[src/rtl/sfd_pkg.sv]
package sfd_pkg;

  typedef enum logic [1:0] {
    MODE_PGM   = 2'd0,
    MODE_DATA  = 2'd1,
    MODE_MIXED = 2'd2
  } sfd_mode_e;

  function automatic sfd_mode_e decode_mode(input logic dp, input logic mm);
    if (!dp)     return MODE_PGM;
    else if (mm) return MODE_MIXED;
    else         return MODE_DATA;
  endfunction

endpackage

[src/rtl/sfd_mode_reg.sv]
module sfd_mode_reg
  import sfd_pkg::*;
#(
  parameter int CNT_W   = 3,
  parameter int DEF_CNT = 1
) (
  input  logic             clk,
  input  logic             rst_n,
  input  logic             mode_wr,
  input  logic             mode_dp,
  input  logic             mode_mm,
  input  logic             mode_dlb,
  input  logic             cnt_wr,
  input  logic [CNT_W-1:0] cnt_val,
  output sfd_mode_e        cur_mode,
  output logic             dlb_on,
  output logic [CNT_W-1:0] dev_cnt,
  output logic             cfg_accept
);

  sfd_mode_e        mode_q;
  logic             dlb_q;
  logic [CNT_W-1:0] cnt_q;
  logic             locked;

  assign locked     = (mode_q == MODE_DATA);
  assign cfg_accept = (mode_wr || cnt_wr) && !locked;

  always_ff @(posedge clk or negedge rst_n) begin
    if (!rst_n) begin
      mode_q <= MODE_PGM;
      dlb_q  <= 1'b0;
      cnt_q  <= CNT_W'(DEF_CNT);
    end else if (!locked) begin
      if (mode_wr) begin
        mode_q <= decode_mode(mode_dp, mode_mm);
        // clearing loopback is only honoured from mixed mode
        dlb_q  <= mode_dlb || (dlb_q && (mode_q != MODE_MIXED));
      end
      if (cnt_wr) cnt_q <= cnt_val;
    end
  end

  assign cur_mode = mode_q;
  assign dlb_on   = dlb_q;
  assign dev_cnt  = cnt_q;

endmodule

[src/rtl/sfd_slot_ctr.sv]
module sfd_slot_ctr #(
  parameter int CNT_W = 3,
  localparam int SLOT_W = CNT_W + 1
) (
  input  logic              clk,
  input  logic              rst_n,
  input  logic              clear,
  input  logic              enable,
  input  logic              frame_start,
  input  logic [CNT_W-1:0]  dev_cnt,
  output logic [SLOT_W-1:0] slot,
  output logic              mine
);

  function automatic logic [SLOT_W-1:0] eff_count(input logic [CNT_W-1:0] c);
    if (c == '0) return SLOT_W'(1 << CNT_W);
    else         return SLOT_W'(c);
  endfunction

  function automatic logic [SLOT_W-1:0] step_slot(input logic [SLOT_W-1:0] s,
                                                  input logic [SLOT_W-1:0] lim);
    if (s >= lim) return SLOT_W'(1);
    else          return s + SLOT_W'(1);
  endfunction

  logic [SLOT_W-1:0] slot_q;
  logic [SLOT_W-1:0] limit;
  logic [SLOT_W-1:0] slot_nxt;
  logic              mine_q;

  assign limit    = eff_count(dev_cnt);
  assign slot_nxt = step_slot(slot_q, limit);

  always_ff @(posedge clk or negedge rst_n) begin
    if (!rst_n) begin
      slot_q <= '0;
      mine_q <= 1'b0;
    end else if (clear) begin
      slot_q <= '0;
      mine_q <= 1'b0;
    end else if (frame_start && enable) begin
      slot_q <= slot_nxt;
      mine_q <= (slot_nxt == limit);
    end
  end

  assign slot = slot_q;
  assign mine = mine_q;

endmodule

[src/rtl/sfd_frame_rx.sv]
module sfd_frame_rx #(
  parameter int FRAME_W = 16,
  localparam int BC_W = $clog2(FRAME_W)
) (
  input  logic               clk,
  input  logic               rst_n,
  input  logic               sdi_fs,
  input  logic               sdi,
  output logic               rx_done,
  output logic [FRAME_W-1:0] rx_word
);

  logic [FRAME_W-2:0] sh_q;
  logic [BC_W-1:0]    bit_q;

  always_ff @(posedge clk or negedge rst_n) begin
    if (!rst_n) begin
      sh_q  <= '0;
      bit_q <= '0;
    end else if (sdi_fs) begin
      sh_q  <= {sh_q[FRAME_W-3:0], sdi};
      bit_q <= BC_W'(1);
    end else if (bit_q != '0) begin
      sh_q  <= {sh_q[FRAME_W-3:0], sdi};
      bit_q <= (bit_q == BC_W'(FRAME_W-1)) ? '0 : bit_q + BC_W'(1);
    end
  end

  // last bit is on sdi during the cycle in which the counter reads FRAME_W-1
  assign rx_done = (bit_q == BC_W'(FRAME_W-1));
  assign rx_word = {sh_q, sdi};

endmodule

[src/rtl/sfd_frame_tx.sv]
module sfd_frame_tx #(
  parameter int FRAME_W = 16,
  localparam int LEFT_W = $clog2(FRAME_W + 1)
) (
  input  logic               clk,
  input  logic               rst_n,
  input  logic               start,
  input  logic [FRAME_W-1:0] word,
  output logic               tx_fs,
  output logic               tx_sd
);

  logic [FRAME_W-1:0] sh_q;
  logic [LEFT_W-1:0]  left_q;
  logic               fs_q;

  always_ff @(posedge clk or negedge rst_n) begin
    if (!rst_n) begin
      sh_q   <= '0;
      left_q <= '0;
      fs_q   <= 1'b0;
    end else if (start && left_q == '0) begin
      sh_q   <= word;
      left_q <= LEFT_W'(FRAME_W);
      fs_q   <= 1'b1;
    end else if (left_q != '0) begin
      sh_q   <= {sh_q[FRAME_W-2:0], 1'b0};
      left_q <= left_q - LEFT_W'(1);
      fs_q   <= 1'b0;
    end
  end

  assign tx_fs = fs_q;
  assign tx_sd = (left_q != '0) && sh_q[FRAME_W-1];

endmodule

[src/rtl/sfd_echo_line.sv]
module sfd_echo_line #(
  parameter int DEPTH = 16
) (
  input  logic clk,
  input  logic rst_n,
  input  logic in_fs,
  input  logic in_sd,
  output logic out_fs,
  output logic out_sd
);

  logic [1:0] stage [DEPTH];

  for (genvar s = 0; s < DEPTH; s++) begin : g_stage
    if (s == 0) begin : g_head
      always_ff @(posedge clk or negedge rst_n) begin
        if (!rst_n) stage[s] <= '0;
        else        stage[s] <= {in_fs, in_sd};
      end
    end else begin : g_body
      always_ff @(posedge clk or negedge rst_n) begin
        if (!rst_n) stage[s] <= '0;
        else        stage[s] <= stage[s-1];
      end
    end
  end

  assign out_fs = stage[DEPTH-1][1];
  assign out_sd = stage[DEPTH-1][0];

endmodule

[src/rtl/slot_frame_dispatch.sv]
module slot_frame_dispatch
  import sfd_pkg::*;
#(
  parameter int FRAME_W = 16,
  parameter int CNT_W   = 3
) (
  input  logic               clk,
  input  logic               rst_n,
  input  logic               mode_wr,
  input  logic               mode_dp,
  input  logic               mode_mm,
  input  logic               mode_dlb,
  input  logic               cnt_wr,
  input  logic [CNT_W-1:0]   cnt_val,
  input  logic               sdi_fs,
  input  logic               sdi,
  input  logic               adc_strobe,
  input  logic [FRAME_W-1:0] adc_data,
  output logic               dac_load,
  output logic [FRAME_W-1:0] dac_data,
  output logic               ctl_valid,
  output logic [FRAME_W-2:0] ctl_word,
  output logic               sdo_fs,
  output logic               sdo
);

  localparam int SLOT_W = CNT_W + 1;

  function automatic logic [FRAME_W-1:0] rejustify(input logic [FRAME_W-1:0] w);
    return {w[FRAME_W-2:0], 1'b0};
  endfunction

  function automatic logic [FRAME_W-1:0] mark_sample(input logic [FRAME_W-1:0] w);
    return {1'b0, w[FRAME_W-2:0]};
  endfunction

  sfd_mode_e          cur_mode;
  logic               dlb_on;
  logic [CNT_W-1:0]   dev_cnt;
  logic               cfg_accept;
  logic [SLOT_W-1:0]  slot;
  logic               slot_mine;
  logic               rx_done;
  logic [FRAME_W-1:0] rx_word;
  logic               tx_start;
  logic [FRAME_W-1:0] tx_word;
  logic               tx_fs, tx_sd, echo_fs, echo_sd;
  logic               take_frame;

  sfd_mode_reg #(.CNT_W(CNT_W), .DEF_CNT(1)) mode_i (
    .clk(clk), .rst_n(rst_n),
    .mode_wr(mode_wr), .mode_dp(mode_dp), .mode_mm(mode_mm), .mode_dlb(mode_dlb),
    .cnt_wr(cnt_wr), .cnt_val(cnt_val),
    .cur_mode(cur_mode), .dlb_on(dlb_on), .dev_cnt(dev_cnt), .cfg_accept(cfg_accept)
  );

  sfd_slot_ctr #(.CNT_W(CNT_W)) slot_i (
    .clk(clk), .rst_n(rst_n),
    .clear(cfg_accept), .enable(cur_mode != MODE_PGM), .frame_start(sdi_fs),
    .dev_cnt(dev_cnt), .slot(slot), .mine(slot_mine)
  );

  sfd_frame_rx #(.FRAME_W(FRAME_W)) rx_i (
    .clk(clk), .rst_n(rst_n), .sdi_fs(sdi_fs), .sdi(sdi),
    .rx_done(rx_done), .rx_word(rx_word)
  );

  assign take_frame = rx_done && slot_mine;

  always_ff @(posedge clk or negedge rst_n) begin
    if (!rst_n) begin
      dac_load  <= 1'b0;
      dac_data  <= '0;
      ctl_valid <= 1'b0;
      ctl_word  <= '0;
    end else begin
      dac_load  <= 1'b0;
      ctl_valid <= 1'b0;
      if (take_frame) begin
        unique case (cur_mode)
          MODE_DATA: begin
            dac_load <= 1'b1;
            dac_data <= rx_word;
          end
          MODE_MIXED: begin
            if (rx_word[FRAME_W-1]) begin
              ctl_valid <= 1'b1;
              ctl_word  <= rx_word[FRAME_W-2:0];
            end else begin
              dac_load  <= 1'b1;
              dac_data  <= rejustify(rx_word);
            end
          end
          default: ;
        endcase
      end
    end
  end

  assign tx_start = adc_strobe && !dlb_on;
  assign tx_word  = (cur_mode == MODE_MIXED) ? mark_sample(adc_data) : adc_data;

  sfd_frame_tx #(.FRAME_W(FRAME_W)) tx_i (
    .clk(clk), .rst_n(rst_n), .start(tx_start), .word(tx_word),
    .tx_fs(tx_fs), .tx_sd(tx_sd)
  );

  sfd_echo_line #(.DEPTH(FRAME_W)) echo_i (
    .clk(clk), .rst_n(rst_n), .in_fs(sdi_fs), .in_sd(sdi),
    .out_fs(echo_fs), .out_sd(echo_sd)
  );

  assign sdo_fs = dlb_on ? echo_fs : tx_fs;
  assign sdo    = dlb_on ? echo_sd : tx_sd;

endmodule

[config.mk]
export PLATFORM = sky130hd
export DESIGN_NAME = slot_frame_dispatch
export DESIGN_NICKNAME = d
export VERILOG_FILES = /design/src/rtl/sfd_pkg.sv /design/src/rtl/sfd_mode_reg.sv /design/src/rtl/sfd_slot_ctr.sv /design/src/rtl/sfd_frame_rx.sv /design/src/rtl/sfd_frame_tx.sv /design/src/rtl/sfd_echo_line.sv /design/src/rtl/slot_frame_dispatch.sv
export SDC_FILE = /design/constraint.sdc
export NUM_CORES = 1
export LEC_CHECK = 0
export ABC_AREA = 1
export BUFFER_PORTS_ARGS = -buffer_cell sky130_fd_sc_hd__buf_2
export CAP_MARGIN = 20
export CORE_UTILIZATION = 38
export DETAILED_ROUTE_END_ITERATION = 8
export SLEW_MARGIN = 20
export SYNTH_ARGS = -nofsm -noshare
export SYNTH_HDL_FRONTEND = slang
export SYNTH_SLANG_ARGS = --single-unit
[constraint.sdc]
create_clock -name clk -period 2.4 [get_ports clk]
set_input_delay 0.48 -clock clk [delete_from_list [all_inputs] [get_ports clk]]
set_output_delay 0.48 -clock clk [all_outputs]
set_load 0.1 [all_outputs]
==> flow_metrics.env <==
export IMPL_core_area_um2=12000
export IMPL_stdcell_area_um2=5830
export IMPL_synth_fp_nets=510
export IMPL_maxCapViolations=0
export IMPL_clkTransAtPathRegs_ps=50
export IMPL_antenna_cells=0
export IMPL_slew_headroom_pct=47.3
export IMPL_endpoint_kind="output pin"
export IMPL_fmax_ghz=0.447
export IMPL_hold_viol=0
export IMPL_dp_cells=670
export IMPL_cts_buffer_depth=2
export IMPL_rsz0062_at_grt="no"
export IMPL_worstMarginPinSlew_ps=789
export IMPL_start_kind="flop"
export IMPL_syn_cell_area_um2=4680
export IMPL_die_area_um2=12800
export IMPL_period_share_pct=93.2
export IMPL_place_gp_congestion=0.823
export IMPL_ant_nets=0
export IMPL_r2r_end="slot_i.mine"
export IMPL_syn_to_final_growth_pct=24.6
export IMPL_fp_row_count=40
export IMPL_r2r_start="mode_i.dev_cnt[1]"
export IMPL_intPower_uw=4490
export IMPL_grt_pass1_vias=3459
export IMPL_fin_crit_ps=2240
export IMPL_hold_ws_ps=21.8
export IMPL_skew_ps=19.9
export IMPL_synth_seq_area_share_pct=62.6
export IMPL_r2r_setup_slack_ps=340
export IMPL_arrival_ps=1760
export IMPL_htreeDepth=4
export IMPL_rr_worst_depth=11
export IMPL_drt_first_pass_iters=4
export IMPL_fin_nets=585
export IMPL_critPathKind="reg2out"
export IMPL_p_switching_uw=1710
export IMPL_vias=3420
export IMPL_clk_latency_ps=410
export IMPL_yosysWarnings=0
export IMPL_finalPower_uw=6200
export IMPL_hold_path_class="in2async"
export IMPL_final_common_cell="nand2_1"
export IMPL_grt_max_degree=39
export IMPL_track_usage_pct=16.3
export IMPL_viasPerCell=4.86
export IMPL_clkPwrFrac_pct=44.7
export IMPL_drt_wl_total_mm=9.45
export IMPL_cts_buffers=17
export IMPL_layout_common_cells="nand2_1, dfrtp_1, buf_2, inv_1, o21ai_0"
export IMPL_die_w_um=113
export IMPL_power_frac_comb_pct=15.0
export IMPL_critPathRequiredTime_ps=1920
export IMPL_cts_root_buf="clkbuf_16"
export IMPL_finalNonFillerCells=704
export IMPL_p_leak_uw=0.00291
export IMPL_ios=64
export IMPL_clkSinkCount=117
export IMPL_drt_iter0_markers=184
export IMPL_start_util_pct=39.0
export IMPL_dp_hpwl_mm=6.46
export IMPL_grt_pass1_wl_mm=16.1
export IMPL_grt_ovfl_total=0
export IMPL_power_density_nw_per_um2=1060
export IMPL_placed_cell_area_um2=5150
export IMPL_die_h_um=113
export IMPL_synthCells=470
export IMPL_drc=0
export IMPL_crit_fanout=5
export IMPL_antenna_found_initial=0
export IMPL_yosysUniqueCellTypes=34
export IMPL_syn_area_per_cell_um2=9.96
export IMPL_p_sw_share_pct=27.6
export IMPL_hold_buffers=0
export IMPL_ys_ff_latch=117
export IMPL_sequentialPowerShare_pct=40.3
export IMPL_peakVddDrop_mv=0.533
export IMPL_setup_violations=0
export IMPL_numPortBuffers=63
export IMPL_wl_per_cell_um=13.4
export IMPL_status="finished clean"
export IMPL_drive_above_1_share_pct=21.5
export IMPL_cts_tree="built"
export IMPL_slew_viol_final=0
-- cell type report --
class,count,area [um2]
fillers,1103,6180
flip-flops and latches,117,2930
well taps,147,184
repair buffers,72,400
clock inverters,12,201
inverters,55,206
clock buffers,19,453
multi-input cells,282,1460
-- repair_timing --
action                                  4_1_cts  5_1_grt
pin swaps                                     0        1
resized for setup                             1        0
endpoints found under the setup margin        1        1
setup buffers                                 0        3
-- cells in the mapped netlist, drive strengths merged --
library cell	n	area share, %
xor2	2	0.37
nor2	29	2.6
o22ai	2	0.27
dfstp	1	0.56
a21oi	5	0.78
nor3	6	1.1
buf	9	1.4
clkbuf	7	0.56
nand3	11	1.2
inv	54	4.3
o211ai	4	0.64
o21ai	52	5.6
xnor2	1	0.19
o21bai	1	0.16
nand2	123	10
o31ai	2	0.32
ha	11	2.9
a31oi	14	1.9
nand3b	1	0.16
or2	1	0.19
nand4	6	0.80
clkinv	1	0.080
a221oi	1	0.32
a22oi	10	1.6
dfrtp	116	62
-- routing by layer --
| metal | vias up | GRT usage [%] | routed length, um |
|---|---|---|---|
| li1 | 1674 | - | - |
| met1 | 1655 | 21.0 | 4460 |
| met2 | 77 | 26.0 | 4500 |
| met3 | 14 | 4.98 | 346 |
| met4 | 0 | 6.40 | 152 |
| met5 | - | 0 | 0 |
-- sequential cells by signal, summed over array words and instances (netlist names), 3 cells and up --
signal,flops
mode_i.dev_cnt,3
dac_data,16
rx_i.sh_q,15
tx_i.sh_q,16
tx_i.left_q,5
echo_i.stage,30
slot_i.slot,4
rx_i.bit_q,4
ctl_word,15
-- logic make-up after synthesis --
logic type / Yosys count / share of synthesized area (%)
compound gates: 91 / 11.5
fa+ha+maj: 11 / 2.94
xor+xnor: 3 / 0.561
flops: 117 / 62.6
buf+inv: 71 / 6.39
simple gates: 177 / 16.0
-- stage by stage --
step	util, %	setup WS (ps)	TNS (ps)
floorplan	-	-246	-246
global placement	42.9	469	0
detailed placement	42.9	423	0
CTS	48.4	38.9	0
global route	48.6	33.7	0
finish	48.6	164	0
-- worst max-delay path: stages, from the launching register on --
cell and delay (ps):
dfrtp_1 370, inv_1 60, ha_1 220, nand2_1 140
nor3_4 80, o31ai_2 180, buf_4 320
-- power groups by stage --
| stage | clock (uW) | sequential, uW | combinational (uW) |
|---|---|---|---|
| floorplan | 0 | 2450 | 678 |
| global placement | 0 | 2510 | 876 |
| detailed placement | 0 | 2530 | 904 |
| CTS | 2820 | 2500 | 916 |
| global route | 2920 | 2540 | 1070 |
| finish | 2770 | 2500 | 929 |
-- how the worst max path moves through the flow --
stage	from	end	slack, ps	cells past startpoint
detailed placement	tx_i.left_q[0]	sdo	420	6
floorplan	tx_i.left_q[0]	sdo	-250	5
CTS	tx_i.left_q[0]	sdo	40	6
global placement	tx_i.left_q[0]	sdo	470	6
global route	tx_i.left_q[0]	sdo	30	6
finish	tx_i.left_q[0]	sdo	160	6
(Power assumes the default switching activity.)
